===== config.mk =====
export PLATFORM = sky130hd
export DESIGN_NAME = fifo_arb_top
export DESIGN_NICKNAME = d
export VERILOG_FILES = /design/src/rtl/fifo_arb_pkg.sv /design/src/rtl/fifo_arb_ctrl.sv /design/src/rtl/fifo_arb_dpath.sv /design/src/rtl/fifo_arb_top.sv
export SDC_FILE = /design/constraint.sdc
export NUM_CORES = 1
export LEC_CHECK = 0
export BUFFER_PORTS_ARGS = -buffer_cell sky130_fd_sc_hd__buf_2
export CAP_MARGIN = 10
export CORE_ASPECT_RATIO = 0.75
export CORE_MARGIN = 4
export CORE_UTILIZATION = 56
export CTS_CLUSTER_DIAMETER = 80
export CTS_CLUSTER_SIZE = 28
export DETAILED_ROUTE_END_ITERATION = 12
export PLACE_DENSITY_LB_ADDON = 0.25
export SYNTH_ARGS = -nofsm -noshare
export SYNTH_HDL_FRONTEND = slang
export SYNTH_SLANG_ARGS = --single-unit

===== constraint.sdc =====
create_clock -name clk -period 4.2 [get_ports clk]
set_input_delay 0.42 -clock clk [delete_from_list [all_inputs] [get_ports clk]]
set_output_delay 0.42 -clock clk [all_outputs]
set_load 0.05 [all_outputs]

===== src/rtl/fifo_arb_pkg.sv =====
package fifo_arb_pkg;
  parameter int REQ_N   = 4;
  parameter int STAMP_W = 4;
  localparam int IDX_W  = (REQ_N > 1) ? $clog2(REQ_N) : 1;

  // strobes from control to datapath
  typedef struct packed {
    logic [REQ_N-1:0] loadMask;  // capture current time for these requesters
    logic [REQ_N-1:0] dropMask;  // these stamps are retired this cycle
  } arbStrobe_t;
endpackage


===== src/rtl/fifo_arb_ctrl.sv =====
module fifo_arb_ctrl
  import fifo_arb_pkg::*;
(
  input  logic             clk,
  input  logic             rstN,
  input  logic [REQ_N-1:0] reqVec,
  input  logic [REQ_N-1:0] grantVec,
  output arbStrobe_t       strobe,
  output logic [REQ_N-1:0] stampVld
);
  // new arrival: request high, no stamp yet, and not served this very cycle
  always_comb begin
    strobe.loadMask = reqVec & ~stampVld & ~grantVec;
    strobe.dropMask = stampVld & (grantVec | ~reqVec);
  end

  always_ff @(posedge clk or negedge rstN) begin
    if (!rstN) stampVld <= '0;
    else       stampVld <= (stampVld & ~strobe.dropMask) | strobe.loadMask;
  end
endmodule


===== src/rtl/fifo_arb_dpath.sv =====
module fifo_arb_dpath
  import fifo_arb_pkg::*;
(
  input  logic                     clk,
  input  logic                     rstN,
  input  logic [REQ_N-1:0]         reqVec,
  input  logic [REQ_N-1:0]         stampVld,
  input  arbStrobe_t               strobe,
  output logic [REQ_N-1:0]         grantVec,
  output logic [REQ_N*STAMP_W-1:0] ageFlat
);
  localparam int LEAF_N = 1 << $clog2(REQ_N);
  localparam int NODE_N = 2 * LEAF_N - 1;

  logic [STAMP_W-1:0] nowTime;
  logic [STAMP_W-1:0] stampReg [REQ_N];
  logic [STAMP_W-1:0] ageVal   [REQ_N];

  logic               nodeVld [NODE_N];
  logic [STAMP_W-1:0] nodeAge [NODE_N];
  logic [IDX_W-1:0]   nodeIdx [NODE_N];

  // free-running time base, allowed to wrap
  always_ff @(posedge clk or negedge rstN) begin
    if (!rstN) nowTime <= '0;
    else       nowTime <= nowTime + 1'b1;
  end

  for (genvar i = 0; i < REQ_N; i++) begin : g_stamp
    always_ff @(posedge clk or negedge rstN) begin
      if (!rstN)                   stampReg[i] <= '0;
      else if (strobe.loadMask[i]) stampReg[i] <= nowTime;
      else if (strobe.dropMask[i]) stampReg[i] <= '0;
    end
    // modular age: an unstamped request is a fresh arrival with age zero
    assign ageVal[i] = stampVld[i] ? (nowTime - stampReg[i]) : '0;
    assign ageFlat[i*STAMP_W +: STAMP_W] = ageVal[i];
  end

  // leaves of the comparator tree, padded to a power of two
  for (genvar j = 0; j < LEAF_N; j++) begin : g_leaf
    if (j < REQ_N) begin : g_real
      assign nodeVld[LEAF_N-1+j] = reqVec[j];
      assign nodeAge[LEAF_N-1+j] = ageVal[j];
      assign nodeIdx[LEAF_N-1+j] = IDX_W'(j);
    end else begin : g_pad
      assign nodeVld[LEAF_N-1+j] = 1'b0;
      assign nodeAge[LEAF_N-1+j] = '0;
      assign nodeIdx[LEAF_N-1+j] = '0;
    end
  end

  // internal nodes: the left child holds lower indices and wins ties
  for (genvar k = 0; k < LEAF_N - 1; k++) begin : g_node
    logic pickLeft;
    assign pickLeft = nodeVld[2*k+1] &&
                      (!nodeVld[2*k+2] || (nodeAge[2*k+1] >= nodeAge[2*k+2]));
    assign nodeVld[k] = nodeVld[2*k+1] | nodeVld[2*k+2];
    assign nodeAge[k] = pickLeft ? nodeAge[2*k+1] : nodeAge[2*k+2];
    assign nodeIdx[k] = pickLeft ? nodeIdx[2*k+1] : nodeIdx[2*k+2];
  end

  always_comb begin
    grantVec = '0;
    if (nodeVld[0]) grantVec[nodeIdx[0]] = 1'b1;
  end
endmodule


===== src/rtl/fifo_arb_top.sv =====
module fifo_arb_top
  import fifo_arb_pkg::*;
(
  input  logic             clk,
  input  logic             rstN,
  input  logic [REQ_N-1:0] reqVec,
  output logic [REQ_N-1:0] grantVec
);
  arbStrobe_t               strobe;
  logic [REQ_N-1:0]         stampVld;
  logic [REQ_N*STAMP_W-1:0] ageFlat;

  fifo_arb_ctrl u_ctrl (
    .clk      (clk),
    .rstN     (rstN),
    .reqVec   (reqVec),
    .grantVec (grantVec),
    .strobe   (strobe),
    .stampVld (stampVld)
  );

  fifo_arb_dpath u_dpath (
    .clk      (clk),
    .rstN     (rstN),
    .reqVec   (reqVec),
    .stampVld (stampVld),
    .strobe   (strobe),
    .grantVec (grantVec),
    .ageFlat  (ageFlat)
  );
endmodule


* After elaboration in Yosys (flattened, before gate mapping)
Cells that the tools add are included.
** Storage, ports and cells
- Register bits :: 24
- Logic and storage cells :: 63
- Input port bits :: 6
** Operators by class
- Add/subtract/negate cells :: 5
- Bitwise gates (word level) :: 13
- Order comparisons :: 5
- Mux-type cells :: 20
- Reduce and logical (&&, ||, !) cells :: 14
** Operator list (count)
- $mux W4 :: 15
- $and A4 B4 Y4 :: 4
- $not A4 Y4 :: 4
- $sub A4 B4 Y4 :: 4
- $ge A4 B4 Y1 :: 3
- $or A4 B4 Y4 :: 2
- $reduce_bool A2 Y1 :: 4
- $add A4 B1 Y4 const B :: 1
- $logic_and A1 B1 Y1 :: 4
- $logic_not A1 Y1 :: 3
- $logic_or A1 B1 Y1 :: 3
- $lt A2 B3 Y1 const B :: 1
- $mux W1 :: 3
- $or A1 B1 Y1 :: 3
- $demux W1 S2 :: 1
- $ge A2 B1 Y1 const B :: 1
- $mux W2 :: 1

* Longest topological paths before layout
Gate-level depths: netlist (run 1).
- Depth after elaboration :: 20
- Gate-level depth with buffers :: 20
- Depth with buffers taken out :: 19

* Hierarchy
Synthesis (run 1) repeated with hierarchy kept, for this count alone.
** Unflattened totals
- Cells, all modules :: 212
- Area total of the unflattened synthesis :: 1961.9 um2
** By module, submodules not included
- fifo_arb_dpath :: area each 1741.7 um2, instances 1, cells an instance 192, sequential area each 500.5 um2
- fifo_arb_ctrl :: area each 220.2 um2, instances 1, cells an instance 20, sequential area each 100.1 um2

* Least setup slack after synthesis (run 1)
OpenSTA, ideal clock, no wires.
- Path type :: reg-to-output
- From :: reg u_dpath.nowTime[1]
- To :: out grantVec[3]
- Required time :: 3.780 ns
- Stages on the path, launching flop included :: 18
- Path slack :: -0.668 ns
- Arrival :: 4.448 ns
- Cells stage by stage :: dfrtp_1 ha_1 nor2b_1 o21a_1 or3_1 nand3_1 inv_1 ha_1 o211ai_1 o2111ai_1 nand2_1 nor2_1 a21oi_1 ha_1 or3b_1 o2111ai_2 a31oi_1 a21oi_1
** Between the ends
- Longest elaborated chain between the ends :: 15
- Elaborated cells on any way between the ends :: 28
- Those cells by class :: add/sub: 4; order compare: 5; mux: 12; reduce/logical: 7
** Ends and longest elaborated chain
- start: declaration :: RTL line fifo_arb_dpath.sv:15 : logic [STAMP_W-1:0] nowTime;
- start signal: assignment :: RTL line fifo_arb_dpath.sv:26 : else nowTime <= nowTime + 1'b1;
- $sub A4 B4 Y4 :: RTL line fifo_arb_dpath.sv:36 : assign ageVal[i] = stampVld[i] ? (nowTime - stampReg[i]) : '0;
- $mux W4 :: RTL line fifo_arb_dpath.sv:36
- $ge A4 B4 Y1 :: RTL line fifo_arb_dpath.sv:57 : (!nodeVld[2*k+2] || (nodeAge[2*k+1] >= nodeAge[2*k+2]));
- $logic_or A1 B1 Y1 :: RTL line fifo_arb_dpath.sv:57
- $logic_and A1 B1 Y1 :: RTL line fifo_arb_dpath.sv:56 : assign pickLeft = nodeVld[2*k+1] &&
- $mux W4 :: RTL line fifo_arb_dpath.sv:59 : assign nodeAge[k] = pickLeft ? nodeAge[2*k+1] : nodeAge[2*k+2];
- $ge A4 B4 Y1 :: RTL line fifo_arb_dpath.sv:57
- $logic_or A1 B1 Y1 :: RTL line fifo_arb_dpath.sv:57
- $logic_and A1 B1 Y1 :: RTL line fifo_arb_dpath.sv:56
- $mux W2 (*) :: RTL line fifo_arb_dpath.sv:60 : assign nodeIdx[k] = pickLeft ? nodeIdx[2*k+1] : nodeIdx[2*k+2];
- $lt A2 B3 Y1 (not written as such) / $ge A2 B1 Y1 (equally long branches) :: RTL line fifo_arb_dpath.sv:65 : if (nodeVld[0]) grantVec[nodeIdx[0]] = 1'b1;
- $logic_and A1 B1 Y1 (not written as such) :: RTL line fifo_arb_dpath.sv:65
- $mux W1 (not written as such) :: RTL line fifo_arb_dpath.sv:65
- $demux W1 S2 (*)
- $mux W4 (*) :: RTL line fifo_arb_dpath.sv:65
- end: declaration :: RTL line fifo_arb_top.sv:7 : output logic [REQ_N-1:0] grantVec
Every way passes the cells marked *; elsewhere a longest branch is shown, timed or not.

* Worst setup path after layout (run 1)
- From :: reg u_dpath.stampReg[13] (netlist bit)
- To :: out grantVec[3]
** Between the ends
- Longest elaborated chain between the ends :: 15
- Elaborated cells on any way between the ends :: 17
- Those cells by class :: add/sub: 1; order compare: 4; mux: 7; reduce/logical: 5
** Ends and longest elaborated chain
- start: declaration :: RTL line fifo_arb_dpath.sv:16 : logic [STAMP_W-1:0] stampReg [REQ_N];
- start signal: indexed assignment :: RTL line fifo_arb_dpath.sv:32 : else if (strobe.loadMask[i]) stampReg[i] <= nowTime;
- $sub A4 B4 Y4 (*) :: RTL line fifo_arb_dpath.sv:36
- $mux W4 (*) :: RTL line fifo_arb_dpath.sv:36
- $ge A4 B4 Y1 :: RTL line fifo_arb_dpath.sv:57
- $logic_or A1 B1 Y1 :: RTL line fifo_arb_dpath.sv:57
- $logic_and A1 B1 Y1 :: RTL line fifo_arb_dpath.sv:56
- $mux W4 :: RTL line fifo_arb_dpath.sv:59
- $ge A4 B4 Y1 :: RTL line fifo_arb_dpath.sv:57
- $logic_or A1 B1 Y1 :: RTL line fifo_arb_dpath.sv:57
- $logic_and A1 B1 Y1 :: RTL line fifo_arb_dpath.sv:56
- $mux W2 (*) :: RTL line fifo_arb_dpath.sv:60
- $lt A2 B3 Y1 (not written as such) / $ge A2 B1 Y1 (equally long branches) :: RTL line fifo_arb_dpath.sv:65
- $logic_and A1 B1 Y1 (not written as such) :: RTL line fifo_arb_dpath.sv:65
- $mux W1 (not written as such) :: RTL line fifo_arb_dpath.sv:65
- $demux W1 S2 (*)
- $mux W4 (*) :: RTL line fifo_arb_dpath.sv:65
Marks and branches as above.

==> load_flow_metrics.sql, run 1 <==
INSERT INTO impl_metrics (metric_group, metric, value, unit) VALUES
('run_status', 'violations', 'negative setup slack', ''),
('final_layout', 'antenna-diode-count', '0', ''),
('power', 'sequentialPowerShare', '15.7', '%'),
('global_route', 'gr-usage-all-layers', '22.1', '%'),
('sta', 'max_slew_margin_vs_limit', '61.9', '%'),
('flow_run', 'drv_cap', '0', ''),
('sta', 'grt_setup_unrepaired', 'true', ''),
('clocking', 'clk_pin_slew_worst_paths', '100', 'ps'),
('power', 'report.power.total', '2.74', 'mW'),
('sta', 'timing.final.max_slew_violations', '0', ''),
('power', 'p_sw_share', '46.0', '%'),
('setup_path', 'timing.critical_path.buf_inv', '3', ''),
('die', 'initial_utilization', '58.2', '%'),
('setup_path', 'worstRegToRegCells', '23', ''),
('sta', 'setup_viol_count_final', '19', ''),
('power', 'peakVddDrop', '0.000593', 'V'),
('run_status', 'run_status', 'complete, but fails checks', ''),
('global_route', 'number_of_antenna_violations_at_the_first_check_in_global_routing', '0', ''),
('routing', 'drt-total-wl', '6160', 'µm'),
('power', 'power.density', '948', 'nW/µm²'),
('power', 'net_load_switching_power', '1.26', 'mW'),
('setup_path', 'path_common_cell', 'ha_4', ''),
('routing', 'drtIter0Drc', '160', ''),
('power', 'internal_power', '1.48', 'mW'),
('final_layout', 'final_layout_size_suffix_gt1_share', '34.4', '%'),
('final_layout', 'multiInputGateArea', '1690', 'µm²'),
('sta', 'hold_violations', '0', ''),
('logic_synthesis', 'syn-mean-instance-area', '9.56', 'µm²'),
('logic_synthesis', 'synth_seq_area_share', '28.2', '%'),
('setup_path', 'arrival_time_of_the_worst_setup_path', '4100', 'ps'),
('routing', 'drtPass1Iterations', '5', ''),
('clocking', 'cts_made_buffers', '3', ''),
('sta', 'tightest_slew', '571', 'ps'),
('sta', 'totalNegativeSetupSlack', '-3400', 'ps'),
('global_route', 'global_route.overflow_total', '0', ''),
('die', 'chipHeight', '61.4', 'µm'),
('power', 'fraction_of_power_consumed_by_combinational_cells', '76.4', '%'),
('placed_design', 'place.gp.congestion', '0.906', ''),
('logic_synthesis', 'synthDominantCellAreaShare', '28.2', '%'),
('setup_path', 'timing.critical_path.slowest_stage_cell', 'dfrtp_1', ''),
('sta', 'layout_setup_ws', '-321', 'ps'),
('clocking', 'cts.sinks', '24', ''),
('global_route', 'first_pass_grt_wire_length', '8230', 'µm'),
('die', 'io_pins', '10', ''),
('final_layout', 'layout_cells_excl_fill', '314', ''),
('setup_path', 'setup.worst_path.end', 'grantVec[3]', ''),
('sta', 'post-route-min-period', '4520', 'ps'),
('setup_path', 'timing.critical_path.max_delay_family', 'simple AND/OR/NAND/NOR gates', ''),
('placed_design', 'cell_count_after_placement', '293', ''),
('logic_synthesis', 'yosys_register_bits', '24', ''),
('setup_path', 'critPathMaxFanout', '6', ''),
('setup_path', 'r2r_end', 'u_dpath.stampReg[8]', ''),
('final_layout', 'nFillCells', '218', ''),
('final_layout', 'layout_common_cells', '26 x buf_4, 22 x dfrtp_1, 21 x mux2i_1', ''),
('logic_synthesis', 'ys_warn_count', '0', ''),
('sta', 'timing.fmax', '0.221', 'GHz'),
('clocking', 'cts_root_buf', 'clkbuf_8', ''),
('final_layout', 'finish.net_count', '298', ''),
('setup_path', 'worst_setup_path_start_kind', 'flip-flop', ''),
('logic_synthesis', 'netlist-cell-type-count', '42', ''),
('global_route', 'grt_pass1_vias', '1738', ''),
('logic_synthesis', 'synth_cells', '223', ''),
('setup_path', 'worstPathCellList', 'inv_2, ha_4, nor2b_4, o21a_1, or3_4, nand3_4, inv_4, ha_4, o211ai_1, o2111ai_2, nand2_2, nor2_1, a21oi_1, ha_1, or3b_4, o2111ai_4, a31oi_4, a21oi_4, buf_6', ''),
('logic_synthesis', 'synth_top_cell_by_area', 'dfrtp_1', ''),
('routing', 'detail_route.wl_per_cell', '19.6', 'µm'),
('clocking', 'tritoncts', 'built', ''),
('die', 'die_area', '4870', 'µm²'),
('sta', 'clock-skew-final', '13.1', 'ps'),
('power', 'leakage', '1.27', 'nW'),
('final_layout', 'area.sequential', '603', 'µm²'),
('routing', 'route.vias.total', '1957', '');
## worst register-to-register path, stage by stage, from the launching register on
cell and delay (ps):
dfrtp_1 410, inv_2 100, ha_4 200, nor2b_4 110, o21a_1 180, or3_4 380
nand3_4 100, inv_4 40, ha_4 260, o211ai_1 140, o2111ai_2 250, nand2_2 140
nor2_1 160, a21oi_1 60, ha_1 310, or3b_4 410, o2111ai_4 100, buf_4 160
buf_6 90, buf_4 100, a32o_2 190, buf_12 130, mux2i_1 200, o21ai_1 70
## logic make-up after synthesis
logic type	Yosys count	synth area share (%)
compound gates	45	15.7
buf+inv	28	5.69
fa+ha+maj	29	18.4
simple gates	64	17.1
xor+xnor	11	4.52
flops	24	28.2
mux	22	10.3
## power by group through the flow
stage | registers, mW | clock network, mW | logic (mW)
detailed placement | 0.417 | 0 | 1.36
global placement | 0.411 | 0 | 1.32
floorplan | 0.355 | 0 | 1.03
global route | 0.440 | 0.226 | 2.22
finish | 0.430 | 0.215 | 2.09
CTS | 0.413 | 0.216 | 1.63
## per-layer routing
metal | vias up | track usage [%] | routed length (µm)
li1 | 881 | - | -
met1 | 964 | 31.0 | 2700
met2 | 90 | 35.9 | 2940
met3 | 22 | 4.24 | 329
met4 | 0 | 5.39 | 188
met5 | - | 0 | 0
## cell type report
class	count	share of cell area (%)
clock buffers	3	1.43
clock inverters	1	1.04
inverters	19	2.56
multi-input cells	171	58.7
flip-flops and latches	24	20.9
well taps	52	2.25
repair buffers	44	13.1
## flip-flops by register name (all words and copies together) (netlist names)
name              count
u_dpath.stampReg     16
u_dpath.nowTime       4
u_ctrl.stampVld       4
## per-stage QoR
stage | hold slack [ps] | area (µm²) | worst slack (ps)
after detailed placement | 438 | 2390 | -118
after global routing | 161 | 2890 | -510
after CTS | 129 | 2660 | -211
after floorplan | 124 | 2190 | -28.3
after global placement | 439 | 2390 | 19.5
final | 112 | 2890 | -321
## how the worst min path moves through the flow
stage	to	from	slack, ps	cells after the start
2_1_floorplan	u_ctrl.stampVld[0]	rstN	120	0
3_3_place_gp	u_ctrl.stampVld[1]	rstN	440	1
3_5_place_dp	u_dpath.stampReg[15]	rstN	440	1
4_1_cts	u_ctrl.stampVld[0]	rstN	130	1
5_1_grt	u_ctrl.stampVld[0]	rstN	160	1
6_report	u_dpath.nowTime[1]	rstN	110	1
## Yosys cell counts
cell type / count
ha_1: 25
dfrtp_1: 24
mux2i_1: 22
inv_1: 19
nand2b_1: 13
nand3_1: 11
nand2_1: 10
a21oi_1: 8
and2_1: 6
o21ai_0: 6
o21ai_1: 6
xnor2_1: 6
clkbuf_1: 5
nor2b_1: 5
xor2_1: 5
fa_1: 4
nand4_1: 4
nand4b_1: 4
nor2_1: 4
o21a_1: 4
a211o_1: 3
a31oi_1: 3
o211ai_1: 3
a211oi_1: 2
buf_4: 2
o2111a_1: 2
or3_1: 2
a21o_1: 1
a32o_1: 1
a41oi_1: 1
buf_2: 1
buf_6: 1
nand3b_1: 1
nor3_1: 1
nor3b_1: 1
o2111ai_1: 1
o2111ai_2: 1
o211ai_2: 1
o21ai_4: 1
o31ai_4: 1
or2_2: 1
or3b_1: 1
## repair_timing
action                     4_1_cts  5_1_grt
resized for setup               26       37
hold endpoints to repair         0        0
setup buffers                    9       10
cloned                           1        0
hold buffers                     0        0
pin swaps                       18       22
setup endpoints to repair       15       22
No activity file was read; power rests on OpenSTA's default activity.
==> run 2: changes to the inputs <==
MAX_ROUTING_LAYER = met4   (was not set)
==> load_flow_metrics.sql, run 2 (synthesized netlist as in run 1, its figures left out) <==
INSERT INTO impl_metrics (metric_group, metric, value, unit) VALUES
('final_layout', 'layout_cells_excl_fill', '314', ''),
('global_route', 'first_pass_grt_wire_length', '8220', 'µm'),
('setup_path', 'endpoint_kind', 'output port', ''),
('final_layout', 'finish.net_count', '298', ''),
('global_route', 'pin_count_of_the_biggest_net_entering_global_routing', '25', ''),
('sta', 'hold_violations', '0', ''),
('sta', 'timing.final.max_slew_violations', '0', ''),
('sta', 'tightest_slew', '565', 'ps'),
('die', 'die-width', '79.3', 'µm'),
('sta', 'layout_setup_ws', '-373', 'ps'),
('power', 'p_sw_share', '46.0', '%'),
('clocking', 'cts_made_buffers', '3', ''),
('final_layout', 'antenna-diode-count', '0', ''),
('die', 'io_pins', '10', ''),
('routing', 'route.vias.total', '1952', ''),
('clocking', 'tritoncts', 'built', ''),
('final_layout', 'largest_register_ff_count', '16', ''),
('routing', 'drt_drc_violations_left', '0', ''),
('run_status', 'run_status', 'complete, but fails checks', ''),
('power', 'sequentialPowerShare', '15.7', '%'),
('hold_path', 'min-delay-path-class', 'in -> async', ''),
('power', 'net_load_switching_power', '1.26', 'mW'),
('routing', 'drtIter0Drc', '194', ''),
('clocking', 'cts_root_buf', 'clkbuf_8', ''),
('global_route', 'grt_util_met1', '31.0', '%'),
('routing', 'detail_route.wl_per_cell', '19.8', 'µm'),
('final_layout', 'reg.largest.list', 'u_dpath.stampReg (16), u_ctrl.stampVld (4), u_dpath.nowTime (4)', ''),
('global_route', 'gr-max-usage-layer', 'met2', ''),
('clocking', 'ctsLongestPathBuffers', '2', ''),
('placed_design', 'standard_cell_area_after_detailed_placement', '2390', 'µm²'),
('global_route', 'grtUsageMet3', '4.24', '%'),
('final_layout', 'final_layout_size_suffix_gt1_share', '34.4', '%'),
('clocking', 'h-tree-depth', '1', ''),
('routing', 'drtPass1Iterations', '4', ''),
('clocking', 'cts.sinks', '24', ''),
('global_route', 'gr-usage-all-layers', '22.8', '%'),
('placed_design', 'numPortBuffers', '9', ''),
('routing', 'drt-total-wl', '6200', 'µm'),
('die', 'design.core.area', '3660', 'µm²'),
('sta', 'hold_slack', '110', 'ps'),
('final_layout', 'finish.instance_area', '2890', 'µm²'),
('die', 'fp-row-count', '19', ''),
('sta', 'timing.fmax', '0.219', 'GHz'),
('setup_path', 'worst_setup_path_start_kind', 'flip-flop', ''),
('placed_design', 'dp_hpwl', '3590', 'µm'),
('sta', 'post-route-min-period', '4570', 'ps'),
('global_route', 'gr-usage-met2', '35.9', '%'),
('power', 'internal_power', '1.48', 'mW'),
('sta', 'min_period_over_period', '109', '%'),
('die', 'die_area', '4870', 'µm²'),
('power', 'leakage', '1.27', 'nW'),
('placed_design', 'cell_count_after_placement', '293', ''),
('die', 'chipHeight', '61.4', 'µm'),
('sta', 'setup_viol_count_final', '21', ''),
('global_route', 'grt_pass1_vias', '1739', ''),
('global_route', 'global_route.overflow_total', '0', ''),
('sta', 'max_slew_margin_vs_limit', '62.3', '%'),
('routing', 'vias_per_cell', '6.22', ''),
('clocking', 'clk_pin_slew_worst_paths', '110', 'ps'),
('global_route', 'number_of_antenna_violations_at_the_first_check_in_global_routing', '0', ''),
('placed_design', 'place.gp.congestion', '0.922', ''),
('clocking', 'cts-hold-fix-buffers', '0', ''),
('final_layout', 'layout_common_cells', '26 x buf_4, 22 x dfrtp_1, 21 x mux2i_1', ''),
('run_status', 'violations', 'negative setup slack', ''),
('die', 'initial_utilization', '58.2', '%'),
('final_layout', 'max_flop_register', 'u_dpath.stampReg', ''),
('setup_path', 'critPathMaxFanout', '6', ''),
('power', 'power.density', '950', 'nW/µm²'),
('setup_path', 'critical_path_required', '3780', 'ps'),
('power', 'peakVddDrop', '0.000596', 'V'),
('power', 'share_clk_of_total_power', '7.9', '%'),
('final_layout', 'final_common_cell', 'buf_4', ''),
('flow_run', 'drv_cap', '0', ''),
('final_layout', 'area_delta_synth_final', '35.4', '%'),
('routing', 'drtAntennaViolNets', '0', ''),
('setup_path', 'path_class', 'reg -> out', ''),
('clocking', 'worstSkewPairLatency', '290', 'ps'),
('sta', 'clock-skew-final', '15.6', 'ps'),
('sta', 'grt_setup_unrepaired', 'true', ''),
('power', 'fraction_of_power_consumed_by_combinational_cells', '76.4', '%'),
('setup_path', 'arrival_time_of_the_worst_setup_path', '4150', 'ps');
## run 2: cell counts in the layout (fill, tap and decap cells not counted)
No cell type changed its count.
## run 2: worst max-delay path, cell delays in order, from the launching register on
cell and delay, ps:
dfrtp_1 410, inv_2 100, ha_4 200, nor2b_4 110
o21a_1 180, or3_4 380, nand3_4 100, inv_4 40
ha_4 260, o211ai_1 140, o2111ai_2 270, nand2_2 150
nor2_1 160, a21oi_1 60, ha_1 310, or3b_4 410
o2111ai_4 100, a31oi_4 160, a21oi_4 140, buf_6 170
## run 2: power by group through the flow
stage          Sequential [mW]  Clock [mW]  Combinational [mW]
6_report                 0.430       0.216                2.10
3_3_place_gp             0.411           0                1.32
3_5_place_dp             0.417           0                1.36
4_1_cts                  0.413       0.216                1.63
2_1_floorplan            0.355           0                1.03
5_1_grt                  0.440       0.226                2.21
## run 2: path summary, 6_finish.rpt
kind / from / end / cells after the start / slack, ps
max: u_dpath.stampReg[13] / grantVec[3] / 19 / -370
min: rstN / u_dpath.nowTime[1] / 1 / 110
max reg2reg: u_dpath.stampReg[13] / u_dpath.stampReg[8] / 23 / -280
min reg2reg: u_dpath.nowTime[0] / u_dpath.nowTime[0] / 1 / 510
max in group asynchronous: rstN / u_dpath.nowTime[2] / 1 / 3680
min in group clk: u_dpath.nowTime[0] / u_dpath.nowTime[0] / 1 / 510
## run 2: metal layers
| metal | share of wire (%) | vias to the layer above | wire, µm |
|---|---|---|---|
| li1 | - | 881 | - |
| met2 | 48 | 77 | 2980 |
| met1 | 44 | 970 | 2730 |
| met5 | 0 | - | 0 |
| met3 | 5.2 | 24 | 324 |
| met4 | 2.8 | 0 | 176 |
## run 2: cell type report
type / instances / area [µm²]
multi-input cells: 171 / 1690
fillers: 218 / 774
flip-flops and latches: 24 / 603
repair buffers: 44 / 379
inverters: 19 / 73.8
well taps: 52 / 65.1
clock buffers: 3 / 41.3
clock inverters: 1 / 30.0
## run 2: repair_timing
item	CTS	global route
endpoints found under the setup margin	15	22
pin swaps	18	22
gates resized for setup	26	37
cloned	1	0
buffers inserted	9	10
## run 2: stage by stage
stage	util [%]	power, mW	TNS (ps)	setup slack (ps)
4_1_cts	72.6	2.26	-1460	-211
3_3_place_gp	65.4	1.74	0	19.5
6_report	78.8	2.74	-4420	-373
2_1_floorplan	-	1.39	-44.5	-28.3
3_5_place_dp	65.4	1.78	-503	-118
5_1_grt	78.8	2.88	-7510	-510
==> run 3: changes to the inputs <==
PLACE_DENSITY = 0.79   (was not set)
PLACE_DENSITY_LB_ADDON = not set   (was 0.25)
==> load_flow_metrics.sql, run 3 (synthesized netlist as in run 1, its figures left out) <==
INSERT INTO impl_metrics (metric_group, metric, value, unit) VALUES
('global_route', 'pin_count_of_the_biggest_net_entering_global_routing', '25', ''),
('sta', 'post-route-min-period', '4650', 'ps'),
('clocking', 'clk_pin_slew_worst_paths', '110', 'ps'),
('placed_design', 'place.gp.congestion', '0.887', ''),
('sta', 'timing.final.max_slew_violations', '0', ''),
('sta', 'hold_slack', '111', 'ps'),
('clocking', 'cts_root_buf', 'clkbuf_8', ''),
('routing', 'drtIter0Drc', '194', ''),
('routing', 'drt-total-wl', '7180', 'µm'),
('routing', 'drt_drc_violations_left', '0', ''),
('clocking', 'tritoncts', 'built', ''),
('hold_path', 'min-delay-path-class', 'in -> async', ''),
('power', 'peakVddDrop', '0.000562', 'V'),
('final_layout', 'finish.utilization', '80.0', '%'),
('global_route', 'gr-usage-all-layers', '27.6', '%'),
('global_route', 'first_pass_grt_wire_length', '9580', 'µm'),
('final_layout', 'multiInputGateArea', '1670', 'µm²'),
('routing', 'drtPass1Iterations', '6', ''),
('global_route', 'number_of_antenna_violations_at_the_first_check_in_global_routing', '0', ''),
('power', 'sequentialPowerShare', '15.2', '%'),
('final_layout', 'max_flop_register', 'u_dpath.stampReg', ''),
('power', 'fraction_of_power_consumed_by_combinational_cells', '76.7', '%'),
('final_layout', 'layout_cells_excl_fill', '325', ''),
('setup_path', 'timing.critical_path.buf_inv', '2', ''),
('run_status', 'run_status', 'complete, but fails checks', ''),
('final_layout', 'layout_common_cells', '39 x buf_4, 22 x dfrtp_1, 21 x mux2i_1', ''),
('sta', 'clock-skew-final', '15.8', 'ps'),
('setup_path', 'critical_path_required', '3780', 'ps'),
('power', 'net_load_switching_power', '1.26', 'mW'),
('power', 'power.density', '931', 'nW/µm²'),
('die', 'chipHeight', '61.4', 'µm'),
('sta', 'layout_setup_ws', '-446', 'ps'),
('clocking', 'worstSkewPairLatency', '290', 'ps'),
('sta', 'totalNegativeSetupSlack', '-5950', 'ps'),
('routing', 'drtAntennaViolNets', '0', ''),
('power', 'p_sw_share', '46.3', '%'),
('clocking', 'cts_made_buffers', '3', ''),
('sta', 'min_period_over_period', '111', '%'),
('sta', 'setup_viol_count_final', '23', ''),
('placed_design', 'dp_hpwl', '3390', 'µm'),
('setup_path', 'critPathMaxFanout', '5', ''),
('die', 'fp-row-count', '19', ''),
('routing', 'detail_route.wl_per_cell', '22.1', 'µm'),
('setup_path', 'slowest_delay', '500', 'ps'),
('power', 'leakage', '1.29', 'nW'),
('final_layout', 'largest_register_ff_count', '16', ''),
('die', 'io_pins', '10', ''),
('placed_design', 'cell_count_after_placement', '293', ''),
('final_layout', 'area_delta_synth_final', '37.4', '%'),
('die', 'design.core.area', '3660', 'µm²'),
('setup_path', 'timing.critical_path.slowest_stage_cell', 'dfrtp_2', ''),
('power', 'share_clk_of_total_power', '8.0', '%'),
('final_layout', 'finish.net_count', '309', ''),
('final_layout', 'antenna-diode-count', '0', ''),
('sta', 'timing.fmax', '0.215', 'GHz'),
('die', 'die-width', '79.3', 'µm'),
('sta', 'max_slew_margin_vs_limit', '61.2', '%'),
('run_status', 'violations', 'negative setup slack', ''),
('routing', 'route.vias.total', '2059', ''),
('global_route', 'global_route.overflow_total', '0', ''),
('final_layout', 'reg.largest.list', 'u_dpath.stampReg (16), u_ctrl.stampVld (4), u_dpath.nowTime (4)', ''),
('setup_path', 'endpoint_kind', 'output port', ''),
('die', 'initial_utilization', '58.2', '%'),
('power', 'internal_power', '1.46', 'mW'),
('sta', 'tightest_slew', '581', 'ps'),
('placed_design', 'numPortBuffers', '9', ''),
('clocking', 'ctsLongestPathBuffers', '2', ''),
('setup_path', 'arrival_time_of_the_worst_setup_path', '4230', 'ps'),
('routing', 'vias_per_cell', '6.34', ''),
('final_layout', 'area.sequential', '603', 'µm²'),
('sta', 'grt_setup_unrepaired', 'true', ''),
('die', 'die_area', '4870', 'µm²'),
('setup_path', 'worstPathCellList', 'ha_4, nor2b_1, o21a_1, or3_1, nand3_2, inv_2, ha_4, o211ai_1, o2111ai_2, nand2_2, nor2_2, a21oi_2, ha_1, or3b_4, o2111ai_4, a31oi_4, a21oi_4, buf_6', ''),
('setup_path', 'worst_setup_path_start_kind', 'flip-flop', ''),
('final_layout', 'final_layout_size_suffix_gt1_share', '39.2', '%'),
('clocking', 'cts.sinks', '24', ''),
('setup_path', 'timing.critical_path.max_delay_family', 'simple AND/OR/NAND/NOR gates', ''),
('global_route', 'grt_pass1_vias', '1943', ''),
('final_layout', 'final_common_cell', 'buf_4', ''),
('clocking', 'h-tree-depth', '1', ''),
('flow_run', 'drv_cap', '0', ''),
('setup_path', 'path_common_cell', 'ha_4', ''),
('sta', 'hold_violations', '0', ''),
('setup_path', 'path_class', 'reg -> out', ''),
('final_layout', 'nFillCells', '206', '');
==> run 3: worst paths after layout <==
| path | from | to | slack (ps) | cells past startpoint |
|---|---|---|---|---|
| setup / recovery | u_dpath.nowTime[1] | grantVec[3] | -450 | 18 |
| hold / removal | rstN | u_ctrl.stampVld[3] | 110 | 1 |
| setup reg to reg | u_dpath.nowTime[1] | u_dpath.stampReg[15] | -340 | 21 |
| hold reg to reg | u_dpath.nowTime[0] | u_dpath.nowTime[0] | 500 | 1 |
| max in group asynchronous | rstN | u_dpath.nowTime[1] | 3680 | 1 |
| min in group clk | u_dpath.nowTime[0] | u_dpath.nowTime[0] | 500 | 1 |
==> run 3: metrics by stage <==
stage          power, mW  instance area [µm²]  setup WS (ps)
2_1_floorplan       1.39                 2190          -28.3
3_3_place_gp        1.74                 2390           8.04
3_5_place_dp        1.77                 2390          -70.6
4_1_cts             2.37                 2770           -147
5_1_grt             2.85                 2930           -553
6_report            2.73                 2930           -446
==> run 3: per-layer routing <==
metal / track usage, % / routed length [µm] / up-vias
met2: 45.4 / 3290 / 134
met5: - / 0 / -
met1: 34.1 / 2880 / 989
met3: 4.24 / 557 / 42
li1: - / - / 894
met4: 12.7 / 444 / 0
==> run 3: area by class of cell <==
cell class	count	area share, %
clock buffers	3	1.41
clock inverters	1	1.02
inverters	19	2.43
multi-input cells	171	57.0
flip-flops and latches	24	20.6
well taps	52	2.22
repair buffers	55	15.4
==> run 3: what timing repair did <==
| action | 4_1_cts | 5_1_grt |
|---|---|---|
| pin swaps | 16 | 9 |
| gates cloned | 0 | 0 |
| setup buffers | 18 | 10 |
| hold buffers | 0 | 0 |
| endpoints found under the setup margin | 12 | 23 |
| gates resized for setup | 36 | 21 |
==> run 3: power by group through the flow <==
stage / clock [mW] / combinational [mW] / sequential, mW
CTS: 0.218 / 1.75 / 0.404
global placement: 0 / 1.34 / 0.402
floorplan: 0 / 1.03 / 0.355
finish: 0.219 / 2.09 / 0.415
global route: 0.228 / 2.19 / 0.425
detailed placement: 0 / 1.37 / 0.406
